<file path="config.mk">
export PLATFORM = sky130hd
export DESIGN_NAME = hybrid_mig_tracker
export DESIGN_NICKNAME = d
export VERILOG_FILES = /design/src/rtl/hmt_pkg.sv /design/src/rtl/hmt_line_store.sv /design/src/rtl/hmt_rr_ptr.sv /design/src/rtl/hmt_ctrl.sv /design/src/rtl/hybrid_mig_tracker.sv
export SDC_FILE = /design/constraint.sdc
export NUM_CORES = 1
export LEC_CHECK = 0
export BUFFER_PORTS_ARGS = -buffer_cell sky130_fd_sc_hd__buf_4
export CAP_MARGIN = 25
export CORE_MARGIN = 2
export CORE_UTILIZATION = 25
export DETAILED_ROUTE_END_ITERATION = 16
export GPL_TIMING_DRIVEN = 0
export HOLD_SLACK_MARGIN = 0.06
export PLACE_DENSITY_LB_ADDON = 0.12
export SETUP_SLACK_MARGIN = 0.15
export SLEW_MARGIN = 25
export SYNTH_ARGS = -nofsm -noshare
export SYNTH_HDL_FRONTEND = slang
export SYNTH_SLANG_ARGS = --single-unit
</file>
<file path="constraint.sdc">
create_clock -name clk -period 2.8 [get_ports clk]
set_input_delay 0 -clock clk [delete_from_list [all_inputs] [get_ports clk]]
set_output_delay 0 -clock clk [all_outputs]
set_load 0.005 [all_outputs]
</file>
<file path="src/rtl/hmt_pkg.sv">
package hmt_pkg;

    typedef enum logic [1:0] {
        LN_NONE   = 2'b00,
        LN_HOLLOW = 2'b01,
        LN_HOT    = 2'b10,
        LN_MOVED  = 2'b11
    } line_st_t;

    typedef enum logic {
        CT_IDLE = 1'b0,
        CT_MOVE = 1'b1
    } ctl_st_t;

    localparam logic RG_STT  = 1'b0;
    localparam logic RG_SRAM = 1'b1;

    function automatic line_st_t wb_next(line_st_t cur, logic rg);
        return (rg == RG_STT && cur == LN_HOLLOW) ? LN_HOT : cur;
    endfunction

    function automatic logic starts_move(line_st_t cur, logic rg);
        return (rg == RG_STT) && (cur == LN_HOT);
    endfunction

endpackage

</file>
<file path="src/rtl/hmt_line_store.sv">
module hmt_line_store
    import hmt_pkg::*;
#(
    parameter int NUM_SETS = 4,
    parameter int MAXW     = 4,
    parameter int SET_W    = 2,
    parameter int WAY_W    = 2
) (
    input  logic             clk,
    input  logic             rst,
    input  logic             fill_we,
    input  logic [SET_W-1:0] fill_set,
    input  logic [WAY_W-1:0] fill_way,
    input  logic             wb_we,
    input  logic [SET_W-1:0] wb_set,
    input  logic             wb_rg,
    input  logic [WAY_W-1:0] wb_way,
    input  line_st_t         wb_val,
    input  logic             mv_we,
    input  logic [SET_W-1:0] mv_set,
    input  logic [WAY_W-1:0] mv_src,
    input  logic [WAY_W-1:0] mv_dst,
    input  logic [SET_W-1:0] rd_set,
    input  logic             rd_rg,
    input  logic [WAY_W-1:0] rd_way,
    output line_st_t         rd_val,
    input  logic [SET_W-1:0] qry_set,
    input  logic             qry_rg,
    input  logic [WAY_W-1:0] qry_way,
    output line_st_t         qry_val
);

    line_st_t mem [NUM_SETS][2][MAXW];

    assign rd_val  = mem[rd_set][rd_rg][rd_way];
    assign qry_val = mem[qry_set][qry_rg][qry_way];

    // Later writes win on the same line: writeback over fill.
    always_ff @(posedge clk) begin
        if (rst) begin
            for (int s = 0; s < NUM_SETS; s++)
                for (int r = 0; r < 2; r++)
                    for (int w = 0; w < MAXW; w++)
                        mem[s][r][w] <= LN_NONE;
        end else begin
            if (fill_we) mem[fill_set][RG_STT][fill_way] <= LN_HOLLOW;
            if (wb_we)   mem[wb_set][wb_rg][wb_way]      <= wb_val;
            if (mv_we) begin
                mem[mv_set][RG_SRAM][mv_dst] <= LN_MOVED;
                mem[mv_set][RG_STT][mv_src]  <= LN_NONE;
            end
        end
    end

endmodule

</file>
<file path="src/rtl/hmt_rr_ptr.sv">
module hmt_rr_ptr #(
    parameter int NUM_SETS  = 4,
    parameter int SRAM_WAYS = 2,
    parameter int SET_W     = 2,
    parameter int WAY_W     = 2
) (
    input  logic             clk,
    input  logic             rst,
    input  logic [SET_W-1:0] rd_set,
    output logic [WAY_W-1:0] rd_ptr,
    input  logic             adv,
    input  logic [SET_W-1:0] adv_set
);

    localparam logic [WAY_W-1:0] LAST = WAY_W'(SRAM_WAYS - 1);

    logic [WAY_W-1:0] ptr [NUM_SETS];

    assign rd_ptr = ptr[rd_set];

    always_ff @(posedge clk) begin
        if (rst) begin
            for (int s = 0; s < NUM_SETS; s++) ptr[s] <= '0;
        end else if (adv) begin
            ptr[adv_set] <= (ptr[adv_set] == LAST) ? '0 : ptr[adv_set] + 1'b1;
        end
    end

endmodule

</file>
<file path="src/rtl/hmt_ctrl.sv">
module hmt_ctrl
    import hmt_pkg::*;
#(
    parameter int SRAM_WAYS = 2,
    parameter int STT_WAYS  = 4,
    parameter int SET_W     = 2,
    parameter int WAY_W     = 2
) (
    input  logic             clk,
    input  logic             rst,
    input  logic             fill_valid,
    input  logic [WAY_W-1:0] fill_way,
    input  logic             fill_rg,
    input  logic             wb_valid,
    input  logic [SET_W-1:0] wb_set,
    input  logic [WAY_W-1:0] wb_way,
    input  logic             wb_rg,
    input  logic             mig_done,
    input  line_st_t         rd_val,
    input  logic [WAY_W-1:0] rr_ptr,
    output logic             fill_we,
    output logic             wb_we,
    output line_st_t         wb_val,
    output logic             mv_we,
    output logic             busy,
    output logic             mig_req,
    output logic [SET_W-1:0] mig_set,
    output logic [WAY_W-1:0] mig_src,
    output logic [WAY_W-1:0] mig_dst,
    output logic             wb_go,
    output logic [SET_W-1:0] go_set,
    output logic             go_rg,
    output logic [WAY_W-1:0] go_way
);

    ctl_st_t fsm;
    logic    wb_in_range;
    logic    wb_ok;
    logic    start_mv;

    assign busy    = (fsm != CT_IDLE);
    assign mig_req = (fsm == CT_MOVE);

    assign fill_we = fill_valid && !busy && (fill_rg == RG_STT)
                     && (int'(fill_way) < STT_WAYS);

    assign wb_in_range = (wb_rg == RG_STT) ? (int'(wb_way) < STT_WAYS)
                                           : (int'(wb_way) < SRAM_WAYS);
    assign wb_ok    = wb_valid && !busy && wb_in_range;
    assign start_mv = wb_ok && starts_move(rd_val, wb_rg);
    assign wb_we    = wb_ok && !start_mv;
    assign wb_val   = wb_next(rd_val, wb_rg);
    assign mv_we    = (fsm == CT_MOVE) && mig_done;

    always_ff @(posedge clk) begin
        if (rst) begin
            fsm     <= CT_IDLE;
            mig_set <= '0;
            mig_src <= '0;
            mig_dst <= '0;
            wb_go   <= 1'b0;
            go_set  <= '0;
            go_rg   <= RG_STT;
            go_way  <= '0;
        end else begin
            wb_go <= 1'b0;
            if (start_mv) begin
                fsm     <= CT_MOVE;
                mig_set <= wb_set;
                mig_src <= wb_way;
                mig_dst <= rr_ptr;
            end else if (wb_we) begin
                wb_go  <= 1'b1;
                go_set <= wb_set;
                go_rg  <= wb_rg;
                go_way <= wb_way;
            end
            if (mv_we) begin
                fsm    <= CT_IDLE;
                wb_go  <= 1'b1;
                go_set <= mig_set;
                go_rg  <= RG_SRAM;
                go_way <= mig_dst;
            end
        end
    end

endmodule

</file>
<file path="src/rtl/hybrid_mig_tracker.sv">
module hybrid_mig_tracker
    import hmt_pkg::*;
#(
    parameter int NUM_SETS  = 4,
    parameter int SRAM_WAYS = 2,
    parameter int STT_WAYS  = 4,
    localparam int SET_W    = $clog2(NUM_SETS),
    localparam int MAXW     = (SRAM_WAYS > STT_WAYS) ? SRAM_WAYS : STT_WAYS,
    localparam int WAY_W    = $clog2(MAXW)
) (
    input  logic             clk,
    input  logic             rst,
    input  logic             fill_valid,
    input  logic [SET_W-1:0] fill_set,
    input  logic [WAY_W-1:0] fill_way,
    input  logic             fill_region,
    input  logic             wb_valid,
    input  logic [SET_W-1:0] wb_set,
    input  logic [WAY_W-1:0] wb_way,
    input  logic             wb_region,
    output logic             busy,
    output logic             mig_req,
    output logic [SET_W-1:0] mig_set,
    output logic [WAY_W-1:0] mig_src_way,
    output logic [WAY_W-1:0] mig_dst_way,
    input  logic             mig_done,
    output logic             wb_go,
    output logic [SET_W-1:0] wb_go_set,
    output logic             wb_go_region,
    output logic [WAY_W-1:0] wb_go_way,
    input  logic [SET_W-1:0] qry_set,
    input  logic             qry_region,
    input  logic [WAY_W-1:0] qry_way,
    output logic [1:0]       qry_state
);

    line_st_t         rd_val;
    line_st_t         qry_val;
    line_st_t         wb_val;
    logic             fill_we;
    logic             wb_we;
    logic             mv_we;
    logic [WAY_W-1:0] rr_ptr;

    assign qry_state = qry_val;

    hmt_line_store #(
        .NUM_SETS(NUM_SETS), .MAXW(MAXW), .SET_W(SET_W), .WAY_W(WAY_W)
    ) store_i (
        .clk(clk), .rst(rst),
        .fill_we(fill_we), .fill_set(fill_set), .fill_way(fill_way),
        .wb_we(wb_we), .wb_set(wb_set), .wb_rg(wb_region), .wb_way(wb_way),
        .wb_val(wb_val),
        .mv_we(mv_we), .mv_set(mig_set), .mv_src(mig_src_way), .mv_dst(mig_dst_way),
        .rd_set(wb_set), .rd_rg(wb_region), .rd_way(wb_way), .rd_val(rd_val),
        .qry_set(qry_set), .qry_rg(qry_region), .qry_way(qry_way), .qry_val(qry_val)
    );

    hmt_rr_ptr #(
        .NUM_SETS(NUM_SETS), .SRAM_WAYS(SRAM_WAYS), .SET_W(SET_W), .WAY_W(WAY_W)
    ) rr_i (
        .clk(clk), .rst(rst),
        .rd_set(wb_set), .rd_ptr(rr_ptr),
        .adv(mv_we), .adv_set(mig_set)
    );

    hmt_ctrl #(
        .SRAM_WAYS(SRAM_WAYS), .STT_WAYS(STT_WAYS), .SET_W(SET_W), .WAY_W(WAY_W)
    ) ctrl_i (
        .clk(clk), .rst(rst),
        .fill_valid(fill_valid), .fill_way(fill_way), .fill_rg(fill_region),
        .wb_valid(wb_valid), .wb_set(wb_set), .wb_way(wb_way), .wb_rg(wb_region),
        .mig_done(mig_done), .rd_val(rd_val), .rr_ptr(rr_ptr),
        .fill_we(fill_we), .wb_we(wb_we), .wb_val(wb_val), .mv_we(mv_we),
        .busy(busy), .mig_req(mig_req), .mig_set(mig_set),
        .mig_src(mig_src_way), .mig_dst(mig_dst_way),
        .wb_go(wb_go), .go_set(wb_go_set), .go_rg(wb_go_region), .go_way(wb_go_way)
    );

endmodule

</file>
# After elaboration in Yosys (flattened, before gate mapping)
# Memories as Yosys holds them, arrays and structs flattened. A register that Yosys moved wholly into a read port is not among the register bits.
# Cells that the tools add are included.
# classes
add_sub_neg	1
n_lt_le_gt_ge	13
eq_ne	4
mux	63
n_bitwise	9
reduce_logical	23
# op_table
cell	count
$mux W16	6
$mux W8	10
$reduce_or A16 Y1	3
$mux W2	23
$demux W2 S2	4
$mux W1	16
$ge A3 B3 Y1 const B	5
$not A2 Y3	5
$logic_and A1 B1 Y1	14
$lt A3 B1 Y1 const B	4
$mux W9	1
$bmux W2 S2	2
$demux W8 S1	1
$eq A2 B1 Y1 const B	2
$ge A2 B2 Y1 const B	2
$not A1 Y2	2
$reduce_or A2 Y1	2
$add A2 B1 Y2 const B	1
$eq A2 B2 Y1 const B	1
$logic_not A1 Y1	2
$lt A2 B1 Y1 const B	1
$lt A2 B2 Y1 const B	1
$ne A2 B1 Y1 const B	1
$not A1 Y1	2
2 further kinds	2
# word_totals
reg_bits	11
ram_bits	72
word_cells	122
mem_count	2
# mem_list
memory	words	word_bits	read_ports	rd_ports_with_merged_regs	write_ports	line_no	text
store_i.mem	4	16	2	0	4	hmt_line_store.sv:33	line_st_t mem [NUM_SETS][2][MAXW];
rr_i.ptr	4	2	2	2	4	hmt_rr_ptr.sv:17	logic [WAY_W-1:0] ptr [NUM_SETS];

# Longest topological paths before layout
# Gate-level depths: netlist (run 1).
# depth
word_depth	17
depth_mapped	11
depth_no_buf	7

# Hierarchy
# A second synthesis (run 1) with hierarchy kept.
# unflattened
cells_unflattened	666
area_unflattened_um2	5396.4
# modules_own_cells
module	instances	cells_per_inst	area_per_inst_um2	seq_area_each_um2
hmt_line_store	1	561	4299.1	1281.2
hmt_ctrl	1	72	625.6	260.2
hmt_rr_ptr	1	33	471.7	240.2

# Worst setup path before layout (run 1)
# OpenSTA, ideal clock, no wires.
# synth_path
kind	reg2reg
startpoint	memory store_i.mem[3][4] (netlist name)
endpoint	memory store_i.mem[0][10] (netlist name), data pin
setup_time_ns	0.269
arrival_ns	2.055
t_required_ns	2.531
setup_slack_ns	0.475
path_stages_with_launch	8
cell_sequence	edfxtp_1 > mux4_2 > a22o_1 > a41oi_2 > o2111ai_2 > o21ai_1 > clkbuf_1 > o41ai_1
# synth_lines
element	line_no
start: declaration	hmt_line_store.sv:33

==> results of run 1 <==
[cells in the mapped netlist, types with 3 or more instances]
library cell,number,area share
sky130_fd_sc_hd__and3b_1,3,0.0049
sky130_fd_sc_hd__o311ai_1,15,0.025
sky130_fd_sc_hd__buf_4,3,0.0042
sky130_fd_sc_hd__edfxtp_1,72,0.41
sky130_fd_sc_hd__clkbuf_1,22,0.015
sky130_fd_sc_hd__buf_2,10,0.0094
sky130_fd_sc_hd__nand3b_1,4,0.0056
sky130_fd_sc_hd__buf_6,3,0.0063
sky130_fd_sc_hd__buf_1,5,0.0035
sky130_fd_sc_hd__nor3b_1,3,0.0042
sky130_fd_sc_hd__o21ai_1,4,0.0038
sky130_fd_sc_hd__mux2i_1,13,0.024
sky130_fd_sc_hd__dfxtp_1,15,0.056
sky130_fd_sc_hd__mux2_1,3,0.0063
sky130_fd_sc_hd__o41ai_1,16,0.026
sky130_fd_sc_hd__mux4_2,35,0.15
sky130_fd_sc_hd__nor2_1,39,0.027
sky130_fd_sc_hd__nor2b_1,16,0.019
sky130_fd_sc_hd__o22ai_1,3,0.0035
sky130_fd_sc_hd__nor3_1,5,0.0047
sky130_fd_sc_hd__o21ai_0,31,0.029
sky130_fd_sc_hd__a21oi_1,32,0.030
sky130_fd_sc_hd__nand3_1,7,0.0066
sky130_fd_sc_hd__nand2b_1,5,0.0059
sky130_fd_sc_hd__mux2_2,3,0.0063
sky130_fd_sc_hd__or2_2,10,0.012
sky130_fd_sc_hd__nand2_1,44,0.031
sky130_fd_sc_hd__and3_1,5,0.0059
sky130_fd_sc_hd__o21ai_2,9,0.015
sky130_fd_sc_hd__inv_1,4,0.0028
[power groups by stage]
stage / registers, µW / clock network (µW) / logic (µW)
floorplan: 1490 / 0 / 282
global placement: 1500 / 0 / 471
detailed placement: 1500 / 0 / 469
CTS: 1480 / 1180 / 518
global route: 1480 / 1240 / 633
finish: 1480 / 1170 / 604
[stage by stage]
step / setup WS (ns) / util / hold WS (ns)
2_1_floorplan: 0.475 / - / 0.136
3_3_place_gp: -0.597 / 0.283 / 0.293
3_5_place_dp: -0.490 / 0.283 / 0.289
4_1_cts: 0.127 / 0.311 / 0.154
5_1_grt: 0.00685 / 0.335 / 0.195
6_report: 0.0753 / 0.335 / 0.173
[layer usage]
layer / share of wire / vias up / global-route usage
met2: 0.46 / 240 / 0.275
met1: 0.44 / 2207 / 0.252
li1: - / 2004 / -
met3: 0.072 / 42 / 0.0259
met5: 0 / - / 0
met4: 0.030 / 0 / 0.0722
[flip-flops by register name (all words and copies together) (netlist names), named ones only]
register,cells
store_i.mem,64
rr_i.ptr,8
ctrl_i.go_set,2
ctrl_i.go_way,2
ctrl_i.mig_dst,2
ctrl_i.mig_set,2
ctrl_i.mig_src,2
ctrl_i.busy,1
ctrl_i.go_rg,1
ctrl_i.wb_go,1
[worst min-delay path, delay by kind of cell]
family / cells / cell delay, ns
AND/OR/NAND/NOR: 1 / 0.10
buffers and inverters: 1 / 0.11
AO/OA/AOI/OAI: 2 / 0.14
[layout make-up]
class,count,area [µm²],share of cell area
multi-input combinational,339,3140,0.447
sequential,87,2460,0.351
clock inverter,6,43.8,0.00624
tap,275,344,0.0490
inverter,4,15.0,0.00214
clock buffer,10,239,0.0341
buffer,43,323,0.0460
timing repair buffer,48,450,0.0642
[cells by family after synthesis]
group                  Yosys count
AOI/OAI and AO/OA              133
buffers and inverters           47
DFF                             87
muxes                           54
and+or+nand+nor                152
[worst min path at each step]
stage | cells past startpoint | startpoint | slack (ns) | endpoint
2_1_floorplan | 1 | qry_way[1] | 0.14 | qry_state[0]
3_3_place_gp | 3 | mig_done | 0.29 | ctrl_i.busy
3_5_place_dp | 3 | mig_done | 0.29 | ctrl_i.busy
4_1_cts | 4 | fill_way[0] | 0.15 | store_i.mem[2][10]
5_1_grt | 4 | fill_way[0] | 0.19 | store_i.mem[2][14]
6_report | 4 | fill_way[0] | 0.17 | store_i.mem[2][14]
[what timing repair did]
item                                    CTS  global route
gates cloned                              1             4
pin swaps                                 8            30
setup buffers                             8             1
resized for setup                        49           106
endpoints found under the setup margin  106           104
hold endpoints to repair                  1             0
hold buffers                              1             0
==> results.sh, run 1 <==
export IMPL_run_status="finished, final reports clean"
export IMPL_final_max_slew_violation_count=0
export IMPL_clock_sink_count=87
export IMPL_timing_clock_skew_ns=0.0104
export IMPL_wl_um=20000
export IMPL_core_area_um2=21000
export IMPL_path_clk_slew_ns=0.07
export IMPL_cts_buffers_inserted=9
export IMPL_fin_total_pwr_uw=3250
export IMPL_proportion_of_power_drawn_by_flip_flops_and_latches=0.455
export IMPL_synth_compound_area_share=0.170
export IMPL_end_kind="register"
export IMPL_synth_xor_xnor_area_share=0
export IMPL_power_switching_uw=924
export IMPL_postSynthRegisterBits=87
export IMPL_finalHoldViolCount=0
export IMPL_pwr_density_cell_nw_per_um2=463
export IMPL_post_drt_wl_per_cell_um=24.7
export IMPL_max_clock_path_buffers=2
export IMPL_first_global_vias=4455
export IMPL_antenna_diode_count=0
export IMPL_critical_path_required_ns=2.93
export IMPL_avgSynthCellArea_um2=11.3
export IMPL_timing_critical_path_buf_inv=2
export IMPL_critPathSlowestCell="sky130_fd_sc_hd__mux4_2"
export IMPL_critical_path_depth=9
export IMPL_yosys_mux_area_fraction=0.185
export IMPL_floorplan_rows=53
export IMPL_via_count=4493
export IMPL_area_growth_pct=31.6
export IMPL_fmax_ghz=0.367
export IMPL_int_pwr_uw=2320
export IMPL_async_reset_ff_frac=0
export IMPL_synth_yosys_seq_area_share=0.462
export IMPL_most_common_layout_cells="sky130_fd_sc_hd__edfxtp_1, sky130_fd_sc_hd__nand2_1, sky130_fd_sc_hd__buf_4, sky130_fd_sc_hd__mux4_2, sky130_fd_sc_hd__a21oi_1"
export IMPL_total_leakage_power_uw=0.00241
export IMPL_fin_tns_setup_ns=0
export IMPL_critPathLaunch="store_i.mem[2][4]"
export IMPL_ys_flop_type="sky130_fd_sc_hd__edfxtp_1"
export IMPL_global_route_usage_total=0.179
export IMPL_grt_max_degree=16
export IMPL_vdd_drop_max_uv=272
export IMPL_relSlewSlack=0.285
export IMPL_clock_insertion_delay_worst_skew_ns=0.35
export IMPL_worstPathCellList="mux4_2, a22o_1, a41oi_2, o2111ai_4, o21ai_4, buf_8, clkbuf_16, o311ai_4, o41ai_2"
export IMPL_post_synthesis_share_of_cell_area_spent_on_full_adders_half_adders_and_majority_gates=0
export IMPL_criticalPathCategory="register to register"
export IMPL_dieArea_um2=22500
export IMPL_power_switching_fraction=0.285
export IMPL_post_dp_cell_area_um2=5930
export IMPL_share_comb_of_total_power=0.186
export IMPL_drt_first_iter_violations=444
export IMPL_layout_worst_path_cycle_share=0.973
export IMPL_drc=0
export IMPL_die_h_um=150
export IMPL_maxcap_violations=0
export IMPL_netlist_instances=473
export IMPL_numPlacedInstances=781
export IMPL_critical_path_top_delay_family="compound AO/OA/AOI/OAI gates"
export IMPL_design_portCount=36
export IMPL_tightest_hold_check_type="input pin to register"
export IMPL_worst_slew_pin_transition_ns=1.07
export IMPL_total_nets_after_synthesis=493
export IMPL_hpwl_um=14200
export IMPL_crit_path_end="store_i.mem[0][12]"
export IMPL_initial_core_util=0.254
export IMPL_wire_length_of_the_first_global_routing_pass_um=28900
export IMPL_worstSetupStartpointType="register"
export IMPL_yosys_warnings=0
export IMPL_worst_r2r_startpoint="store_i.mem[2][4]"
export IMPL_fillers=2146
export IMPL_grt_overflow_total=0
export IMPL_synth_cell_area_um2=5330
export IMPL_ant_nets_after_route=0
export IMPL_arrival_time_of_data_at_the_critical_path_endpoint_ns=2.86
export IMPL_post_route_cells_drive_above_1_share=0.391
export IMPL_regToRegEndpoint="store_i.mem[0][12]"
export IMPL_synth_cell_type_count=55
export IMPL_antenna_found_initial=0
export IMPL_number_of_setup_violations_in_the_final_report=0
export IMPL_synth_enable_flop_cells=72
export IMPL_clock_power_share=0.359
export IMPL_place_congestion=0.866
export IMPL_detail_route_first_pass_iterations=5
export IMPL_cp_max_fo=6
export IMPL_finalNonFillerCells=812
export IMPL_portBuffers=33
export IMPL_nets=552
export IMPL_drt_vias_per_instance=5.53
export IMPL_final_common_cell="sky130_fd_sc_hd__edfxtp_1"
export IMPL_number_of_levels_in_the_clock_h_tree=3
export IMPL_reg2reg_setup_slack_ns=0.08
export IMPL_tritoncts="yes"
export IMPL_yosys_area_share_simple=0.141
export IMPL_r2r_worst_path_depth=9
export IMPL_die_width_um=150
export IMPL_cell_area_after_layout_um2=7020
export IMPL_clk_root_buffer_cell="sky130_fd_sc_hd__clkbuf_16"
export IMPL_unrepaired_setup_endpoints_after_global_routing="true"
export IMPL_final_period_minus_worst_setup_slack_ns=2.72
export IMPL_worst_path_largest_cell_delay_ns=0.51
export IMPL_combinational_family_with_the_most_area_after_synthesis="multiplexers"
No activity file was read; power rests on OpenSTA's default activity.
==> inputs of run 2 (changes only) <==
--- a/config.mk
+++ b/config.mk
@@ -6,7 +6,7 @@
 export NUM_CORES = 1
 export LEC_CHECK = 0
 export BUFFER_PORTS_ARGS = -buffer_cell sky130_fd_sc_hd__buf_4
-export CAP_MARGIN = 25
+export CAP_MARGIN = 10
 export CORE_MARGIN = 2
 export CORE_UTILIZATION = 25
 export DETAILED_ROUTE_END_ITERATION = 16
==> constraint.sdc (replaced) <==
create_clock -name clk -period 2.65 [get_ports clk]
set_input_delay 0 -clock clk [delete_from_list [all_inputs] [get_ports clk]]
set_output_delay 0 -clock clk [all_outputs]
set_load 0.005 [all_outputs]
==> run 2 against run 1 <==
The flow now finishes with violations (negative setup slack). Clock power up 5%. Worst hold slack worse by 0.0095 ns. Count of clock-buffer cells in the layout unchanged. Via count up 1.0%. First-iteration DRC count down 11%. Core utilization up 0.39 points. Setup slack worse by 0.17 ns. Die area unchanged. Largest power group unchanged. Highest routed layer unchanged.
==> results.sh, run 2 (synthesis gave the netlist of run 1 again) <==
export IMPL_run_status="complete, but fails checks"
export IMPL_violated_checks="negative setup slack"
export IMPL_global_route_usage_total=0.179
export IMPL_grt_overflow_total=0
export IMPL_unrepaired_setup_endpoints_after_global_routing="true"
export IMPL_max_clock_path_buffers=2
export IMPL_criticalPathCategory="register to register"
export IMPL_antenna_diode_count=0
export IMPL_antenna_found_initial=0
export IMPL_worstSetupStartpointType="register"
export IMPL_arrival_time_of_data_at_the_critical_path_endpoint_ns=2.87
export IMPL_top_register="store_i.mem"
export IMPL_global_route_usage_met3=0.0262
export IMPL_clk_root_buffer_cell="sky130_fd_sc_hd__clkbuf_16"
export IMPL_first_global_vias=4521
export IMPL_number_of_setup_violations_in_the_final_report=55
export IMPL_number_of_levels_in_the_clock_h_tree=3
export IMPL_worst_path_largest_cell_delay_ns=0.52
export IMPL_timing_critical_path_buf_inv=2
export IMPL_critical_path_required_ns=2.78
export IMPL_worst_hold_startpoint="fill_way[0]"
export IMPL_place_congestion=0.866
export IMPL_portBuffers=33
export IMPL_area_growth_pct=33.2
export IMPL_detail_route_first_pass_iterations=5
export IMPL_fillers=2145
export IMPL_post_route_cells_drive_above_1_share=0.406
export IMPL_layout_core_utilization=0.339
export IMPL_grt_busiest_layer="met2"
export IMPL_layout_worst_path_cycle_share=1.03
export IMPL_largest_reg_flops=64
export IMPL_via_count=4539
export IMPL_dieArea_um2=22500
export IMPL_worstPathCellList="mux4_2, a22o_1, a41oi_2, o2111ai_4, o21ai_4, buf_8, buf_12, o311ai_1, o41ai_1"
export IMPL_cts_buffers_inserted=9
export IMPL_die_h_um=150
export IMPL_fmax_ghz=0.365
export IMPL_final_period_minus_worst_setup_slack_ns=2.74
export IMPL_critPathSlowestCell="sky130_fd_sc_hd__mux4_2"
export IMPL_maxcap_violations=0
export IMPL_clock_sink_count=87
export IMPL_regToRegEndpoint="store_i.mem[0][10]"
export IMPL_drt_vias_per_instance=5.57
export IMPL_cp_max_fo=6
export IMPL_hpwl_um=14200
export IMPL_post_drt_wl_per_cell_um=24.6
export IMPL_total_leakage_power_uw=0.00245
export IMPL_die_width_um=150
export IMPL_wl_um=20000
export IMPL_worst_slew_pin_transition_ns=1.05
export IMPL_nets=555
export IMPL_relSlewSlack=0.299
export IMPL_fin_total_pwr_uw=3450
export IMPL_floorplan_rows=53
export IMPL_timing_clock_skew_ns=0.0112
export IMPL_worst_hold_path_endpoint="store_i.mem[0][14]"
export IMPL_worst_r2r_startpoint="store_i.mem[2][4]"
export IMPL_reg2reg_setup_slack_ns=-0.09
export IMPL_final_max_slew_violation_count=0
export IMPL_core_area_um2=21000
export IMPL_pwr_density_cell_nw_per_um2=485
export IMPL_clock_insertion_delay_worst_skew_ns=0.36
export IMPL_critical_path_top_delay_family="compound AO/OA/AOI/OAI gates"
export IMPL_grt_use_met2=0.276
export IMPL_drt_first_iter_violations=397
export IMPL_top_regs="store_i.mem x64, rr_i.ptr x8"
export IMPL_r2r_worst_path_depth=9
export IMPL_initial_core_util=0.254
export IMPL_end_kind="register"
export IMPL_finalNonFillerCells=815
export IMPL_numPlacedInstances=781
export IMPL_finalHoldViolCount=0
export IMPL_most_common_layout_cells="sky130_fd_sc_hd__edfxtp_1, sky130_fd_sc_hd__nand2_1, sky130_fd_sc_hd__buf_4, sky130_fd_sc_hd__mux4_2, sky130_fd_sc_hd__a21oi_1"
export IMPL_tightest_hold_check_type="input pin to register"
export IMPL_grt_max_degree=16
export IMPL_drc=0
export IMPL_setup_ws_ns=-0.0920
export IMPL_tritoncts="yes"
export IMPL_path_clk_slew_ns=0.07
export IMPL_vdd_drop_max_uv=297
export IMPL_wire_length_of_the_first_global_routing_pass_um=29000
export IMPL_hold_path_cell_count=4
export IMPL_final_common_cell="sky130_fd_sc_hd__edfxtp_1"
export IMPL_ant_nets_after_route=0
export IMPL_design_portCount=36
export IMPL_globalRouteMet1Util=0.252
==> run 2: worst max-delay path by stage <==
stage,startpoint,to,slack [ns],cells after the start
finish,store_i.mem[2][4],store_i.mem[0][10],-0.09,9
global route,store_i.mem[2][4],store_i.mem[0][10],-0.18,9
CTS,store_i.mem[1][3],store_i.mem[0][13],0.009,10
detailed placement,ctrl_i.busy,store_i.mem[2][10],-0.64,8
global placement,ctrl_i.busy,store_i.mem[0][9],-0.75,6
floorplan,store_i.mem[3][4],store_i.mem[0][10],0.33,7
==> run 2: through the flow <==
step | setup TNS, ns | setup slack, ns | hold WS [ns] | instance area [µm²]
after CTS | 0 | 0.00900 | 0.154 | 6690
final | -3.04 | -0.0920 | 0.163 | 7100
after global placement | -44.01 | -0.747 | 0.293 | 5920
after global routing | -8.71 | -0.182 | 0.187 | 7100
after detailed placement | -42.26 | -0.640 | 0.289 | 5930
after floorplan | 0 | 0.325 | 0.136 | 5330
==> run 2: report_power, final <==
part	switching (µW)	internal, µW	total [µW]	leakage (µW)
logic	383	274	656	0.00144
registers	32.7	1530	1560	0.000868
clock network	565	664	1230	0.000139
total	980	2470	3450	0.00245
==> run 2: per-layer routing <==
metal / part of all wire / vias up
met1: 0.45 / 2281
met4: 0.029 / 0
met3: 0.064 / 40
met2: 0.45 / 221
met5: 0 / -
li1: - / 1997
==> run 2: tightest hold or removal path, stage by stage <==
cell	delay, ns
sky130_fd_sc_hd__buf_4	0.11
sky130_fd_sc_hd__nor2b_2	0.09
sky130_fd_sc_hd__o311ai_4	0.08
sky130_fd_sc_hd__o41ai_2	0.06
==> run 2: cell type report <==
class,instances,area [µm²],share of cell area
multi-input combinational,339,3160,0.445
sequential,87,2460,0.347
timing repair buffer,51,480,0.0677
buffer,43,357,0.0502
tap,275,344,0.0485
clock buffer,10,239,0.0337
clock inverter,6,43.8,0.00617
inverter,4,15.0,0.00211
==> run 2: what timing repair did <==
action,CTS,global route
setup buffers,12,0
hold buffers,1,0
endpoints found under the setup margin,133,111
pin swaps,26,22
gates resized for setup,108,70
endpoints found under the hold margin,1,0
gates cloned,1,4
==> inputs of run 3 (changes only) <==
--- a/config.mk
+++ b/config.mk
@@ -6,7 +6,6 @@
 export NUM_CORES = 1
 export LEC_CHECK = 0
 export BUFFER_PORTS_ARGS = -buffer_cell sky130_fd_sc_hd__buf_4
-export CAP_MARGIN = 10
 export CORE_MARGIN = 2
 export CORE_UTILIZATION = 25
 export DETAILED_ROUTE_END_ITERATION = 16
@@ -17,4 +16,5 @@
 export SLEW_MARGIN = 25
 export SYNTH_ARGS = -nofsm -noshare
 export SYNTH_HDL_FRONTEND = slang
+export SYNTH_HIERARCHICAL = 1
 export SYNTH_SLANG_ARGS = --single-unit
==> run 3 against run 2 <==
The flow still finishes with violations (negative setup slack). Fmax shrank 13%. Routed wire length is 11% higher. Combinational power fell by 2%. Setup slack worse by 0.43 ns. Count of clock-buffer cells in the layout is 1 higher. Via count rose by 24%. Global-route usage is 1.9 points higher. Synthesized area rose by 1.2%. Register-to-register slack got worse by 0.43 ns. Cell count is 26% higher. Flip-flop and latch count fell by 2. Synthesized cell count up 41%.
==> results.sh, run 3 <==
export IMPL_number_of_setup_violations_in_the_final_report=64
export IMPL_r2r_worst_path_depth=15
export IMPL_final_common_cell="sky130_fd_sc_hd__dfxtp_1"
export IMPL_max_clock_path_buffers=2
export IMPL_post_synthesis_share_of_cell_area_spent_on_full_adders_half_adders_and_majority_gates=0
export IMPL_timing_clock_skew_ns=0.00882
export IMPL_hold_path_cell_count=4
export IMPL_worst_hold_path_endpoint="store_i/mem[0][14]"
export IMPL_final_period_minus_worst_setup_slack_ns=3.17
export IMPL_wire_length_of_the_first_global_routing_pass_um=33400
export IMPL_setup_ws_ns=-0.519
export IMPL_critPathSlowestCell="sky130_fd_sc_hd__or3_4"
export IMPL_fmax_ghz=0.316
export IMPL_synth_cell_type_count=58
export IMPL_grt_max_degree=16
export IMPL_cts_buffers_inserted=9
export IMPL_design_portCount=36
export IMPL_post_route_cells_drive_above_1_share=0.302
export IMPL_finalHoldViolCount=0
export IMPL_violated_checks="negative setup slack"
export IMPL_post_synth_most_frequent_cells="sky130_fd_sc_hd__nor2_1, sky130_fd_sc_hd__dfxtp_1, sky130_fd_sc_hd__nand2_1"
export IMPL_timing_critical_path_buf_inv=3
export IMPL_drt_first_iter_violations=485
export IMPL_synth_area_top_cells="sky130_fd_sc_hd__dfxtp_1, sky130_fd_sc_hd__mux2i_1, sky130_fd_sc_hd__nor2_1, sky130_fd_sc_hd__nand2_1, sky130_fd_sc_hd__edfxtp_1"
export IMPL_die_h_um=151
export IMPL_ant_nets_after_route=0
export IMPL_netlist_instances=666
export IMPL_global_route_usage_total=0.198
export IMPL_clock_insertion_delay_worst_skew_ns=0.35
export IMPL_number_of_levels_in_the_clock_h_tree=3
export IMPL_clk_root_buffer_cell="sky130_fd_sc_hd__clkbuf_16"
export IMPL_top_register="store_i/mem"
export IMPL_critical_path_top_delay_family="simple AND/OR/NAND/NOR gates"
export IMPL_yosys_area_share_simple=0.288
export IMPL_dieArea_um2=22800
export IMPL_arrival_time_of_data_at_the_critical_path_endpoint_ns=3.41
export IMPL_layout_worst_path_cycle_share=1.20
export IMPL_nets=767
export IMPL_place_congestion=0.864
export IMPL_clock_sink_count=85
export IMPL_fin_tns_setup_ns=-25.35
export IMPL_die_width_um=151
export IMPL_area_growth_pct=37.2
export IMPL_antenna_diode_count=0
export IMPL_run_status="complete, but fails checks"
export IMPL_fin_total_pwr_uw=3460
export IMPL_synth_enable_flop_cells=8
export IMPL_yosysTopAreaCell="sky130_fd_sc_hd__dfxtp_1"
export IMPL_synth_yosys_seq_area_share=0.330
export IMPL_drt_vias_per_instance=5.47
export IMPL_tritoncts="yes"
export IMPL_final_max_slew_violation_count=0
export IMPL_detail_route_first_pass_iterations=5
export IMPL_reg2reg_setup_slack_ns=-0.52
export IMPL_regToRegEndpoint="store_i/mem[0][15]"
export IMPL_worstSetupStartpointType="register"
export IMPL_worst_r2r_startpoint="store_i/mem[2][5]"
export IMPL_postSynthRegisterBits=85
export IMPL_initial_core_util=0.256
export IMPL_avgSynthCellArea_um2=8.10
export IMPL_synth_compound_area_share=0.192
export IMPL_yosysMostFrequentCell="sky130_fd_sc_hd__nor2_1"
export IMPL_critPathMostFrequentCell="sky130_fd_sc_hd__nor2_1"
export IMPL_synth_cell_area_um2=5400
export IMPL_wl_um=22200
export IMPL_portBuffers=34
export IMPL_antenna_found_initial=1
export IMPL_core_area_um2=21100
export IMPL_worst_hold_startpoint="fill_set[1]"
export IMPL_end_kind="register"
export IMPL_via_count=5616
export IMPL_cp_max_fo=7
export IMPL_worst_path_largest_cell_delay_ns=0.41
export IMPL_fraction_of_post_synthesis_cell_area_in_the_top_cell_type_by_area=0.286
export IMPL_floorplan_rows=53
export IMPL_first_global_vias=5708
export IMPL_pwr_density_cell_nw_per_um2=468
export IMPL_most_common_layout_cells="sky130_fd_sc_hd__dfxtp_1, sky130_fd_sc_hd__nor2_1, sky130_fd_sc_hd__mux2i_1, sky130_fd_sc_hd__nand2_1, sky130_fd_sc_hd__buf_4"
export IMPL_vdd_drop_max_uv=310
export IMPL_drc=0
export IMPL_synth_xor_xnor_area_share=0
export IMPL_path_clk_slew_ns=0.07
export IMPL_layout_core_utilization=0.351
export IMPL_grt_overflow_total=0
export IMPL_tightest_hold_check_type="input pin to register"
export IMPL_pre_cts_slack_ns=-1.13
export IMPL_hpwl_um=15900
export IMPL_criticalPathCategory="register to register"
export IMPL_largest_reg_flops=64
export IMPL_top_regs="store_i/mem x64, rr_i/ptr x8"
export IMPL_total_leakage_power_uw=0.00270
export IMPL_combinational_family_with_the_most_area_after_synthesis="simple AND/OR/NAND/NOR gates"
export IMPL_yosys_warnings=6
export IMPL_critical_path_required_ns=2.89
export IMPL_worstPathCellList="mux2i_1, a22oi_1, and4b_1, a31oi_1, o311ai_2, nor3b_4, or3_4, inv_4, or3b_1, buf_6, buf_4, nor3_2, nor2_1, a32oi_1, nor2_1"
export IMPL_fin_hold_ws_ns=0.0855
export IMPL_ys_flop_type="sky130_fd_sc_hd__dfxtp_1"
export IMPL_unrepaired_setup_endpoints_after_global_routing="true"
export IMPL_relSlewSlack=0.162
export IMPL_post_drt_wl_per_cell_um=21.6
export IMPL_worst_slew_pin_transition_ns=1.26
export IMPL_yosys_mux_area_fraction=0.131
export IMPL_maxcap_violations=0
export IMPL_total_nets_after_synthesis=686
export IMPL_async_reset_ff_frac=0
==> run 3: changes by cell type after synthesis, moves of 15 or more <==
cell | previous run | this run
sky130_fd_sc_hd__mux2i_1 | 13 | 60
sky130_fd_sc_hd__nor3_1 | 5 | 30
sky130_fd_sc_hd__nand2_1 | 44 | 66
sky130_fd_sc_hd__nand3_1 | 7 | 30
sky130_fd_sc_hd__edfxtp_1 | 72 | 8
sky130_fd_sc_hd__a32oi_1 | 1 | 16
sky130_fd_sc_hd__nor4_1 | 1 | 22
sky130_fd_sc_hd__mux4_2 | 35 | 3
sky130_fd_sc_hd__a22oi_1 | 1 | 30
sky130_fd_sc_hd__o311ai_1 | 15 | 0
sky130_fd_sc_hd__nor2_1 | 39 | 88
sky130_fd_sc_hd__o41ai_1 | 16 | 0
sky130_fd_sc_hd__dfxtp_1 | 15 | 77
==> run 3: area by class of cell <==
cell class / count / area [µm²]
plain buffers: 50 / 323
clock buffers: 11 / 264
clock inverters: 5 / 80.1
fillers: 2214 / 13700
inverters: 15 / 58.8
multi-input cells: 517 / 3960
flip-flops and latches: 85 / 1790
well taps: 275 / 344
repair buffers: 69 / 592
==> run 3: cells by family after synthesis <==
| logic type | after synthesis |
|---|---|
| buf+inv | 65 |
| simple gates | 304 |
| compound gates | 146 |
| mux | 66 |
| flops | 85 |
==> run 3: layer usage <==
| layer | part of all wire | up-vias | GRT usage | wire [µm] |
|---|---|---|---|---|
| met2 | 0.47 | 193 | 0.322 | 10500 |
| li1 | - | 2630 | - | - |
| met1 | 0.44 | 2755 | 0.255 | 9820 |
| met5 | 0 | - | 0 | 0 |
| met3 | 0.059 | 38 | 0.0364 | 1310 |
| met4 | 0.028 | 0 | 0.0893 | 611 |
==> run 3: worst min-delay path, stage by stage <==
cell,delay [ns]
sky130_fd_sc_hd__buf_4,0.12
sky130_fd_sc_hd__nor3_1,0.06
sky130_fd_sc_hd__nor2_1,0.12
sky130_fd_sc_hd__a211oi_1,0.08
==> run 3: power breakdown <==
group,switching [µW],internal [µW]
Clock,568,908
Combinational,416,224
Sequential,26.2,1320
==> run 3: worst max path at each step <==
stage | start | end | slack, ns | cells after the start
6_report | store_i/mem[2][5] | store_i/mem[0][15] | -0.52 | 15
5_1_grt | store_i/mem[2][13] | store_i/mem[0][11] | -0.61 | 15
4_1_cts | store_i/mem[2][13] | store_i/mem[2][11] | -0.47 | 14
3_5_place_dp | wb_set[1] | store_i/mem[0][9] | -1.13 | 17
3_3_place_gp | wb_set[1] | store_i/mem[0][9] | -1.10 | 16
2_1_floorplan | store_i/mem[3][5] | store_i/mem[0][11] | -0.17 | 15
==> run 3: per-stage QoR <==
step | std cells | instance area [µm²]
3_5_place_dp | 975 | 6170
2_1_floorplan | 666 | 5570
4_1_cts | 1018 | 6990
3_3_place_gp | 975 | 6170
6_report | 1027 | 7400
5_1_grt | 1027 | 7400
==> run 3: repair_timing <==
item | CTS | global route
gates resized for setup | 54 | 87
hold endpoints to repair | 9 | 0
pin swaps | 30 | 54
setup endpoints to repair | 64 | 67
cloned | 1 | 0
setup buffers | 20 | 9
hold buffers | 6 | 0
